### src/rtl/fec_hs_pkg.sv
package fec_hs_pkg;

  typedef enum logic [1:0] {
    PH_SEND         = 2'd0,
    PH_TRAIN_REMOTE = 2'd1,
    PH_LINK_READY   = 2'd2
  } phase_e;

  // Strobes from the sequencer to the flag datapath
  typedef struct packed {
    logic enterSend;    // restart or illegal state: clear everything
    logic enterRemote;  // freeze local request
    logic enterReady;   // freeze partner request
    logic capValid;     // accept request bit of the current received word
  } hsStrobe_t;

endpackage

### src/rtl/fec_hs_ctrl.sv
module fec_hs_ctrl
  import fec_hs_pkg::*;
(
  input  logic      clk,
  input  logic      rstN,
  input  logic      restartReq,
  input  logic      rxTrained,
  input  logic      remoteRxReady,
  input  logic      rxWordValid,
  output phase_e    phase,
  output hsStrobe_t strobe
);

  phase_e phaseNxt;

  always_comb begin
    phaseNxt = phase;
    strobe   = '0;
    if (restartReq) begin
      phaseNxt         = PH_SEND;
      strobe.enterSend = 1'b1;
    end else begin
      unique case (phase)
        PH_SEND: begin
          if (rxTrained) begin
            phaseNxt           = PH_TRAIN_REMOTE;
            strobe.enterRemote = 1'b1;
          end
        end
        PH_TRAIN_REMOTE: begin
          if (remoteRxReady) begin
            phaseNxt          = PH_LINK_READY;
            strobe.enterReady = 1'b1;
          end
        end
        PH_LINK_READY: phaseNxt = PH_LINK_READY;
        default: begin
          phaseNxt         = PH_SEND;
          strobe.enterSend = 1'b1;
        end
      endcase
    end
    strobe.capValid = rxWordValid & ~restartReq;
  end

  always_ff @(posedge clk or negedge rstN) begin
    if (!rstN) phase <= PH_SEND;
    else       phase <= phaseNxt;
  end

endmodule

### src/rtl/fec_hs_dp.sv
module fec_hs_dp
  import fec_hs_pkg::*;
#(
  parameter int WORD_W    = 16,
  parameter int REQ_BIT   = 14,
  parameter int READY_BIT = 15
) (
  input  logic              clk,
  input  logic              rstN,
  input  hsStrobe_t         strobe,
  input  phase_e            phase,
  input  logic              localFecReq,
  input  logic [WORD_W-1:0] rxStatusWord,
  output logic [WORD_W-1:0] txStatusWord,
  output logic              localFecOn,
  output logic              remoteFecOn
);

  logic              rxReqBit;
  logic              remoteReqQ;
  logic              localReqQ;
  logic              trainedBit;
  logic [WORD_W-1:0] unusedRxWord;

  assign unusedRxWord = rxStatusWord;
  assign rxReqBit     = rxStatusWord[REQ_BIT];
  assign trainedBit   = (phase != PH_SEND);

  always_ff @(posedge clk or negedge rstN) begin
    if (!rstN) begin
      localFecOn  <= 1'b0;
      remoteFecOn <= 1'b0;
      remoteReqQ  <= 1'b0;
      localReqQ   <= 1'b0;
    end else begin
      localReqQ <= localFecReq;
      if (strobe.enterSend) begin
        localFecOn  <= 1'b0;
        remoteFecOn <= 1'b0;
        remoteReqQ  <= 1'b0;
      end else begin
        if (strobe.enterRemote) localFecOn <= localFecReq;
        if (strobe.enterReady)
          remoteFecOn <= strobe.capValid ? rxReqBit : remoteReqQ;
        if (strobe.capValid) remoteReqQ <= rxReqBit;
      end
    end
  end

  // Outgoing word: request and trained bits placed, every other bit zero
  for (genvar i = 0; i < WORD_W; i++) begin : g_txBit
    if (i == REQ_BIT) begin : g_req
      assign txStatusWord[i] = localReqQ;
    end else if (i == READY_BIT) begin : g_rdy
      assign txStatusWord[i] = trainedBit;
    end else begin : g_zero
      assign txStatusWord[i] = 1'b0;
    end
  end

endmodule

### src/rtl/fec_hs_lane.sv
module fec_hs_lane
  import fec_hs_pkg::*;
#(
  parameter int WORD_W    = 16,
  parameter int REQ_BIT   = 14,
  parameter int READY_BIT = 15
) (
  input  logic              clk,
  input  logic              rstN,
  input  logic              restartReq,
  input  logic              localFecReq,
  input  logic              rxWordValid,
  input  logic [WORD_W-1:0] rxStatusWord,
  input  logic              rxTrained,
  input  logic              remoteRxReady,
  output logic [WORD_W-1:0] txStatusWord,
  output logic              localFecOn,
  output logic              remoteFecOn,
  output logic [1:0]        trainPhase
);

  phase_e    phase;
  hsStrobe_t strobe;

  fec_hs_ctrl i_ctrl (
    .clk          (clk),
    .rstN         (rstN),
    .restartReq   (restartReq),
    .rxTrained    (rxTrained),
    .remoteRxReady(remoteRxReady),
    .rxWordValid  (rxWordValid),
    .phase        (phase),
    .strobe       (strobe)
  );

  fec_hs_dp #(
    .WORD_W   (WORD_W),
    .REQ_BIT  (REQ_BIT),
    .READY_BIT(READY_BIT)
  ) i_dp (
    .clk         (clk),
    .rstN        (rstN),
    .strobe      (strobe),
    .phase       (phase),
    .localFecReq (localFecReq),
    .rxStatusWord(rxStatusWord),
    .txStatusWord(txStatusWord),
    .localFecOn  (localFecOn),
    .remoteFecOn (remoteFecOn)
  );

  assign trainPhase = phase;

endmodule

### config.mk
export PLATFORM = sky130hd
export DESIGN_NAME = fec_hs_lane
export DESIGN_NICKNAME = d
export VERILOG_FILES = /design/src/rtl/fec_hs_pkg.sv /design/src/rtl/fec_hs_ctrl.sv /design/src/rtl/fec_hs_dp.sv /design/src/rtl/fec_hs_lane.sv
export SDC_FILE = /design/constraint.sdc
export NUM_CORES = 1
export LEC_CHECK = 0
export ABC_AREA = 1
export BUFFER_PORTS_ARGS = -buffer_cell sky130_fd_sc_hd__buf_4
export CAP_MARGIN = 10
export CELL_PAD_IN_SITES_DETAIL_PLACEMENT = 1
export CELL_PAD_IN_SITES_GLOBAL_PLACEMENT = 1
export CORE_UTILIZATION = 25
export CTS_BUF_LIST = sky130_fd_sc_hd__clkbuf_8
export DETAILED_ROUTE_END_ITERATION = 8
export GPL_ROUTABILITY_DRIVEN = 0
export GPL_TIMING_DRIVEN = 0
export PLACE_DENSITY_LB_ADDON = 0.3
export SYNTH_ARGS = -nofsm -noshare
export SYNTH_HDL_FRONTEND = slang
export SYNTH_HIERARCHICAL = 1
export SYNTH_SLANG_ARGS = --single-unit
### constraint.sdc
create_clock -name clk -period 2.5 [get_ports clk]
set_input_delay 0.25 -clock clk [delete_from_list [all_inputs] [get_ports clk]]
set_output_delay 0.25 -clock clk [all_outputs]
set_load 0.03 [all_outputs]
==> results of run 1 <==
==> power by group through the flow <==
stage / combinational, W / clock, W / sequential [W]
finish: 0.000208 / 0.000143 / 0.000127
global route: 0.000225 / 0.000151 / 0.000131
CTS: 0.000210 / 0.000148 / 0.000128
detailed placement: 0.000208 / 0 / 0.000129
global placement: 0.000203 / 0 / 0.000128
floorplan: 0.000129 / 0 / 0.000147
==> cells in the final DEF, fill, tap and decap left out <==
master         Yosys  routed
nand2_2            1       1
or2_1              1       1
conb_1             1      14
o21ai_1            1       1
a21oi_2            1       1
dfrtp_1            6       6
nand2_1           14      14
dlygate4sd3_1      0       1
ha_1               3       3
nor2_1             7       7
or2_2              1       1
a21oi_1            1       1
clkbuf_8           0       3
inv_1              7       7
nand3_1            2       2
buf_4             16      29
==> logic make-up (layout without fill, tap and decap cells) <==
group	Yosys count	in the layout	synth area share, %
simple gates	26	26	23.2
buf+inv	23	40	31.5
flops	6	6	32.3
fa+ha+maj	3	3	8.09
compound gates	3	3	4.04
other cells	1	14	0.808
==> worst max-delay path: stages (launching register included) <==
cell and delay (ns):
dfrtp_1 0.42, or2_2 0.31, buf_4 0.13, buf_4 0.16
==> state kept, by name, summed over array words and instances, names as in the netlist <==
signal / count
i_dp/remoteFecOn: 1
i_ctrl/phase: 2
i_dp/localFecOn: 1
i_dp/localReqQ: 1
i_dp/remoteReqQ: 1
==> per-layer routing <==
layer / global-route usage [%] / vias up / part of all wire, %
li1: - / 214 / -
met1: 9.48 / 190 / 40
met2: 15.1 / 14 / 53
met3: 1.20 / 0 / 6.8
met4: 9.09 / 0 / 0
met5: 0 / - / 0
==> metrics by stage <==
| step | setup slack, ns | cells | power [W] | hold WS, ns |
|---|---|---|---|---|
| 2_1_floorplan | 1.23 | 75 | 0.000277 | -0.0456 |
| 3_3_place_gp | 1.24 | 113 | 0.000331 | 0.0599 |
| 3_5_place_dp | 1.24 | 113 | 0.000337 | 0.0608 |
| 4_1_cts | 0.997 | 117 | 0.000486 | 0.140 |
| 5_1_grt | 0.963 | 117 | 0.000507 | 0.141 |
| 6_report | 1.01 | 117 | 0.000478 | 0.147 |
==> area by class of cell <==
type / count / area [µm²] / area share [%]
plain buffers: 16 / 120 / 17.3
clock buffers: 3 / 41.3 / 5.96
inverters: 7 / 26.3 / 3.79
multi-input cells: 46 / 216 / 31.2
flip-flops and latches: 6 / 150 / 21.7
well taps: 25 / 31.3 / 4.51
repair buffers: 14 / 108 / 15.5
==> timing repair <==
action,in CTS,in global routing
setup buffers,0,0
hold endpoints to repair,6,0
hold buffers,1,0
gates resized for setup,0,0
==> path summary, 6_finish.rpt <==
path / endpoint / slack [ns]
max in group asynchronous: i_ctrl/phase[1]$_DFFE_PN0P_ / 2.01
max reg2reg: i_dp/localFecOn$_DFFE_PN0P_ / 1.23
min: i_dp/localReqQ$_DFF_PN0_ / 0.15
min in group asynchronous: i_dp/localReqQ$_DFF_PN0_ / 0.37
max: txStatusWord[15] / 1.01
min reg2reg: i_dp/remoteFecOn$_DFFE_PN0P_ / 0.47
==> impl_metrics.toml, run 1 <==
[cts]
clk_path_buf_depth = 2
numCtsBuffers = 3
cts.clk_slew.worst_paths_ns = 0.04
clock_latency_ns = 0.22
h-tree-depth = 1
cts_root_buf = "clkbuf_8"
clock-sinks = 6
cts_tree = "yes"

[pwr]
peakVddDrop_v = 0.000195
power_frac_seq_pct = 26.6
p_int_w = 0.000299
leakage_nw = 0.422
power_frac_comb_pct = 43.6
clockPowerShare_pct = 29.8
power_density_nw_per_um2 = 690
p_sw_w = 0.000179
swShare_pct = 37.5

[setup_path]
critPathLaunch = "i_ctrl/phase[1]$_DFFE_PN0P_"
end_kind = "output port"
rr_startpoint = "i_ctrl/phase[1]$_DFFE_PN0P_"
required_ns = 2.25
critPathLaunchType = "register"
path_max_fanout = 5
r2r_cells = 6
worstPathArrival_ns = 1.24
crit_type = "reg -> out"

[global_routing]
grt_first_pass_wirelength_um = 1240
antenna_found_initial = 0
grt_pass1_vias = 336
grt_overflow = 0
grt_usage_pct = 9.03
grt_max_degree = 8

[drt]
routed_wl_um = 888
drtIter0Drc = 0
dr.pass1.iters = 1
via_per_inst = 3.57
ant_nets = 0
drc = 0
wl_per_cell_um = 7.59
num_vias = 418

[sta]
finalCriticalPeriod_ns = 1.49
fmax_ghz = 0.672
setup_tns_ns = 0
grt_setup_unrepaired = "false"
setup_viol = 0
finalCritPeriodShare_pct = 59.5
finalHoldViolations = 0
finalClockSkew_ns = 0.00151
final_max_slew_viol_count = 0

[floorplanning]
die_y_um = 45.1
die_area_um2 = 2030
core_area_um2 = 1730
die_x_um = 45.1
std_cell_rows = 15
initial_core_util_pct = 26.9
boundaryPins = 43

[placement]
port_buffers = 13
place_area_um2 = 642
hpwl_um = 748

[logic_synthesis]
synthDistinctLibCells = 14
syn_area_um2 = 464
synth_edf_count = 0
synthArstFlopShare_pct = 100
synth_seq_area_share_pct = 32.3
synthTopCellsByArea = "dfrtp_1, buf_4, nand2_1, ha_1, inv_1"
yosysWarnings = 6
ys_ff_latch = 6
syn_inst = 62
ys.flop_type = "dfrtp_1"
synth_area_leader_cell = "dfrtp_1"
yosys.area.top_type_share_pct = 32.3
synthMostInstantiatedCell = "buf_4"
ys_top_cells_by_count = "buf_4, nand2_1, inv_1, nor2_1, dfrtp_1"
avgSynthCellArea_um2 = 7.49

[cells_and_area]
stdcell_area_um2 = 693
area_delta_synth_final_pct = 49.3
n_antenna_cell = 0
drive_above_1_share_pct = 38.0
fin_util_pct = 40.1
fillers = 240
fin_nets = 120

[job]
drv_cap = 0

[outcome]
status = "completed"

[hold_path]
min_from = "localFecReq"
holdPathStages = 1
worst_hold_path_type = "in -> reg"
No activity file was read; power rests on OpenSTA's default activity.
==> inputs of run 2 (changes only) <==
ABC_AREA = 0   (was 1)
CORE_UTILIZATION = 22   (was 25)
clock period = 1.22 ns   (was 2.5 ns; I/O delays follow)
==> run 2 against run 1 <==
Effect of this change: the flow now finishes with violations (negative setup slack); setup slack worse by 1.0 ns; via count is 6.5% lower; combinational power is 140% higher; register-to-register slack worse by 1.2 ns; clock-buffer cell count stayed put; die area is 14% higher; final area is 15% higher.
==> impl_metrics.toml, run 2 <==
[outcome]
status = "complete, but fails checks"
violations = "negative setup slack"

[pwr]
p_sw_w = 0.000351
leakage_nw = 0.415
power_frac_seq_pct = 23.8
clockPowerShare_pct = 28.3
power_frac_comb_pct = 47.9
swShare_pct = 34.3
power_density_nw_per_um2 = 1290
peakVddDrop_v = 0.000657
p_int_w = 0.000673
finalPower_w = 0.00102

[global_routing]
grt_usage_pct = 8.46
grt_pass1_vias = 303
grt_overflow = 0
antenna_found_initial = 0
grt_first_pass_wirelength_um = 1300
grt_max_degree = 8

[placement]
place_area_um2 = 664
port_buffers = 13
hpwl_um = 732

[floorplanning]
initial_core_util_pct = 23.5
boundaryPins = 43
core_area_um2 = 1980
die_area_um2 = 2310
die_y_um = 48.1
std_cell_rows = 16
die_x_um = 48.1

[sta]
grt_setup_unrepaired = "true"
finalHoldViolations = 0
finalClockSkew_ns = 0.00189
setup_tns_ns = -0.0259
final_max_slew_viol_count = 0
finalCritPeriodShare_pct = 101
setup_viol = 4
finalCriticalPeriod_ns = 1.23
layout_setup_ws_ns = -0.00954
fmax_ghz = 0.813

[cells_and_area]
largest_reg_flops = 2
fillers = 237
regMostFlops = "i_ctrl/phase"
stdcell_area_um2 = 795
fin_nets = 113
final_common_cell = "buf_4"
drive_above_1_share_pct = 63.5
n_antenna_cell = 0
final_cell_mix = "buf_4, conb_1, dfrtp_1"
area_delta_synth_final_pct = 70.2

[logic_synthesis]
avgSynthCellArea_um2 = 9.33
syn_inst = 50
synth_edf_count = 0
synth_seq_area_share_pct = 32.2
synthDistinctLibCells = 17
ys_top_cells_by_count = "buf_4, dfrtp_1, nor2_1"
ys_ff_latch = 6
synthArstFlopShare_pct = 100
ys.flop_type = "dfrtp_1"
syn_area_um2 = 467
synthTopCellsByArea = "dfrtp_1, buf_4, ha_1, mux2i_1, nor2_1"
synthMostInstantiatedCell = "buf_4"
yosys.area.top_type_share_pct = 32.2
synth_area_leader_cell = "dfrtp_1"
yosysWarnings = 6

[drt]
drc = 0
routed_wl_um = 946
ant_nets = 0
wl_per_cell_um = 8.45
via_per_inst = 3.49
dr.pass1.iters = 2
num_vias = 391
drtIter0Drc = 1

[setup_path]
worstPathArrival_ns = 1.11
rr_startpoint = "i_ctrl/phase[0]$_DFFE_PN0P_"
r2r_cells = 4
timing.rr.end = "i_dp/remoteFecOn$_DFFE_PN0P_"
end_kind = "output port"
critPathLaunchType = "register"
path_max_fanout = 2
critPathLaunch = "i_ctrl/phase[1]$_DFFE_PN0P_"
r2r_slack_ns = -0.01
required_ns = 1.10
crit_type = "reg -> out"

[cts]
clk_path_buf_depth = 2
cts_root_buf = "clkbuf_8"
clock-sinks = 6
numCtsBuffers = 3
clock_latency_ns = 0.22
cts.clk_slew.worst_paths_ns = 0.04
h-tree-depth = 1
cts_tree = "yes"

[job]
drv_cap = 0

[hold_path]
min_from = "localFecReq"
worst_hold_path_type = "in -> reg"
min_to = "i_dp/localReqQ$_DFF_PN0_"
holdPathStages = 1
==> run 2: cell count changes after synthesis, sizes merged, moves of 2 or more <==
cell    before  now
nand2b       0    2
nor2b        0    2
nand3        2    0
nand2       15    2
inv          7    3
mux2i        0    3
==> run 2: worst max path at each step <==
stage	endpoint	slack, ns	cells after the start
2_1_floorplan	i_dp/localFecOn$_DFFE_PN0P_	-0.0003	6
3_3_place_gp	i_dp/localFecOn$_DFFE_PN0P_	0.007	6
3_5_place_dp	i_dp/localFecOn$_DFFE_PN0P_	0.01	6
4_1_cts	i_dp/remoteFecOn$_DFFE_PN0P_	-0.05	7
5_1_grt	i_dp/localFecOn$_DFFE_PN0P_	-0.08	7
6_report	txStatusWord[15]	-0.01	3
==> run 2: cells by family (layout without fill, tap and decap cells) <==
group / count (synthesis) / in the layout / synth area share (%)
other: 1 / 14 / 0.804
buffers and inverters: 19 / 41 / 28.2
DFF: 6 / 6 / 32.2
and+or+nand+nor: 15 / 15 / 18.8
AOI/OAI and AO/OA: 3 / 3 / 5.63
adders and majority gates: 3 / 3 / 8.04
muxes: 3 / 3 / 6.43
==> run 2: per-layer routing <==
| layer | GRT usage (%) | share of wire, % | vias up |
|---|---|---|---|
| li1 | - | - | 195 |
| met1 | 11.0 | 41 | 176 |
| met2 | 13.2 | 51 | 20 |
| met3 | 2.26 | 8.2 | 0 |
| met4 | 3.33 | 0 | 0 |
| met5 | 0 | 0 | - |
==> run 2: layout make-up <==
type | instances | area [µm²] | area share (%)
plain buffers | 15 | 113 | 14.2
clock buffers | 3 | 41.3 | 5.20
inverters | 3 | 16.3 | 2.05
multi-input cells | 38 | 274 | 34.5
flip-flops and latches | 6 | 153 | 19.2
well taps | 27 | 33.8 | 4.25
repair buffers | 20 | 164 | 20.6
==> run 2: worst max-delay path, stage by stage, from the launching register on <==
cell and delay [ns]:
dfrtp_2 0.40, buf_4 0.14, or2_4 0.22, buf_6 0.14
==> run 2: per-stage QoR <==
stage	cells	utilization, %	hold slack (ns)	worst slack (ns)
finish	112	40.1	0.0189	-0.00954
CTS	110	38.3	0.0146	-0.0459
global route	112	40.1	0.0110	-0.0774
detailed placement	103	33.5	-0.0645	0.0102
floorplan	63	-	-0.174	-0.000303
global placement	103	33.5	-0.0672	0.00746
==> run 2: power by group through the flow <==
stage / clock network [W] / registers [W] / logic (W)
finish: 0.000289 / 0.000244 / 0.000491
global route: 0.000313 / 0.000247 / 0.000529
CTS: 0.000300 / 0.000243 / 0.000449
detailed placement: 0 / 0.000251 / 0.000392
global placement: 0 / 0.000250 / 0.000382
floorplan: 0 / 0.000278 / 0.000262
==> run 2: what timing repair did <==
action | 4_1_cts | 5_1_grt
resized for setup | 7 | 5
pin swaps | 3 | 6
hold buffers | 1 | 0
endpoints found under the hold margin | 6 | 0
endpoints found under the setup margin | 1 | 5
buffers inserted | 4 | 2
==> inputs of run 3 (changes only) <==
CORE_UTILIZATION = 21   (was 22)
SYNTH_HIERARCHICAL = default   (was 1)
==> run 3 against run 2 <==
Effect of this change: the flow now finishes without violations; cell count shrank 5.4%; critical endpoint is now i_ctrl.phase[0]$_DFFE_PN0P_; fmax grew 5.2%; die area shrank 2.4%; critical path type is now reg -> reg; largest cell class unchanged; total power shrank 3.0%; critical path depth grew 2.
==> impl_metrics.toml, run 3 <==
[outcome]
status = "completed"

[placement]
hpwl_um = 683
place_area_um2 = 626
dp_cells = 99
port_buffers = 13

[sta]
grt_setup_unrepaired = "true"
setup_viol = 0
fmax_ghz = 0.856
final_max_slew_viol_count = 0
finalHoldViolations = 0
setup_tns_ns = 0
finalClockSkew_ns = 0.00448
finalCritPeriodShare_pct = 95.8
finalCriticalPeriod_ns = 1.17

[global_routing]
grt_pass1_vias = 345
grt_first_pass_wirelength_um = 1390
grt_overflow = 0
grt_max_degree = 7
antenna_found_initial = 0
grt_usage_pct = 9.95

[logic_synthesis]
syn_area_um2 = 434
synth_edf_count = 0
synth_fa_ha_area_share_pct = 8.65
synth_compound_gate_area_share_pct = 3.46
ys_ff_latch = 6
synthTopCellsByArea = "dfrtp_1, buf_4, ha_1, mux2i_1, inv_1"
synthMostInstantiatedCell = "buf_4"
yosysWarnings = 0
yosys.area.top_type_share_pct = 34.6
synthDistinctLibCells = 16
synth_seq_area_share_pct = 34.6
syn_inst = 46
synth.area.mux_share_pct = 6.92
yosys.area_share.simple_pct = 14.4
avgSynthCellArea_um2 = 9.44
synth_area_leader_cell = "dfrtp_1"
ys_top_cells_by_count = "buf_4, dfrtp_1, inv_1"
ys.flop_type = "dfrtp_1"
synthArstFlopShare_pct = 100
synthXorXnorAreaFrac_pct = 0
synth_top_family_by_area = "buffers and inverters"

[cells_and_area]
multiInputGateArea_um2 = 224
fin_nets = 106
final_cells = 106
regMostFlops = "i_ctrl.phase"
seqCellArea_um2 = 153
fin_util_pct = 36.5
final_cell_mix = "buf_4, conb_1, dfrtp_1"
stdcell_area_um2 = 717
final_common_cell = "buf_4"
largest_reg_flops = 2
n_antenna_cell = 0
fillers = 251
drive_above_1_share_pct = 55.7
area_delta_synth_final_pct = 65.1

[setup_path]
critPathLaunch = "i_ctrl.phase[1]$_DFFE_PN0P_"
rr_startpoint = "i_ctrl.phase[1]$_DFFE_PN0P_"
path_buf_inv = 1
path_cells = "inv_2 > ha_2 > nor2b_4 > nor2_1 > nor3b_1"
critPathLaunchType = "register"
slowest_stage = "dfrtp_2"
worstPathArrival_ns = 1.31
slowest_delay_ns = 0.40
path_max_fanout = 3
required_ns = 1.36
crit_type = "reg -> reg"
timing.rr.end = "i_ctrl.phase[0]$_DFFE_PN0P_"
r2r_cells = 5
r2r_slack_ns = 0.05
crit_family = "flip-flops"
end_kind = "register"

[pwr]
power_density_nw_per_um2 = 1390
peakVddDrop_v = 0.000842
leakage_nw = 0.400
finalPower_w = 0.000993

[hold_path]
min_to = "i_dp.localReqQ$_DFF_PN0_"
holdPathStages = 1
worst_hold_path_type = "in -> reg"
min_from = "localFecReq"

[floorplanning]
die_y_um = 47.5
core_area_um2 = 1960
boundaryPins = 43
initial_core_util_pct = 22.1
die_x_um = 47.5
std_cell_rows = 16
die_area_um2 = 2250

[drt]
drc = 0
wl_per_cell_um = 8.73
ant_nets = 0
dr.pass1.iters = 1
num_vias = 367
drtIter0Drc = 0
routed_wl_um = 925
via_per_inst = 3.46

[cts]
cts.clk_slew.worst_paths_ns = 0.04
clk_path_buf_depth = 2
h-tree-depth = 1
cts_root_buf = "clkbuf_8"
clock-sinks = 6
cts_tree = "yes"
numCtsBuffers = 3
clock_latency_ns = 0.23

[job]
drv_cap = 0
[run 3: how the worst max path moves through the flow]
| stage | depth (start not counted) | endpoint | slack (ns) |
|---|---|---|---|
| 3_3_place_gp | 4 | i_ctrl.phase[1]$_DFFE_PN0P_ | 0.03 |
| 4_1_cts | 5 | i_ctrl.phase[0]$_DFFE_PN0P_ | 0.02 |
| 2_1_floorplan | 5 | i_ctrl.phase[1]$_DFFE_PN0P_ | 0.02 |
| 3_5_place_dp | 4 | i_ctrl.phase[1]$_DFFE_PN0P_ | 0.03 |
| 6_report | 5 | i_ctrl.phase[0]$_DFFE_PN0P_ | 0.05 |
| 5_1_grt | 5 | i_ctrl.phase[0]$_DFFE_PN0P_ | -0.03 |
[run 3: logic make-up (layout without fill, tap and decap cells)]
| kind of cell | after synthesis | in the layout |
|---|---|---|
| flops | 6 | 6 |
| other cells | 1 | 14 |
| compound gates | 3 | 3 |
| fa+ha+maj | 3 | 3 |
| buf+inv | 20 | 40 |
| simple gates | 10 | 10 |
| mux | 3 | 3 |
[run 3: repair_timing]
item | 4_1_cts | 5_1_grt
hold endpoints to repair | 6 | 0
buffers inserted | 3 | 0
pin swaps | 1 | 0
hold buffers | 1 | 0
setup endpoints to repair | 1 | 2
resized for setup | 5 | 1
[run 3: report_power, final]
part	total (W)	switching [W]	internal [W]	leakage, nW
logic	0.000434	0.000240	0.000194	0.298
clock network	0.000317	0.0000996	0.000217	0.0269
registers	0.000242	0.0000164	0.000226	0.0758
[run 3: per-layer routing]
layer  wire length (µm)  GRT usage [%]  vias to the layer above
met5                  0              0                        -
met4                 29           8.57                        0
met3                112           4.91                        5
met2                421           15.1                       23
met1                361           10.2                      157
li1                   -              -                      182
[run 3: cell type report]
| cell class | count | share of cell area, % |
|---|---|---|
| Multi-Input combinational cell | 33 | 31.2 |
| Sequential cell | 6 | 21.3 |
| Timing Repair Buffer | 17 | 18.7 |
| Buffer | 15 | 15.7 |
| Clock buffer | 3 | 5.76 |
| Tap cell | 27 | 4.71 |
| Inverter | 4 | 2.09 |
| Clock inverter | 1 | 0.524 |
[run 3: per-stage QoR]
step	hold WS (ns)	setup slack, ns
finish	0.0109	0.0517
global placement	-0.0670	0.0298
detailed placement	-0.0671	0.0277
CTS	0.00358	0.0239
global route	0.00500	-0.0261
floorplan	-0.174	0.0175
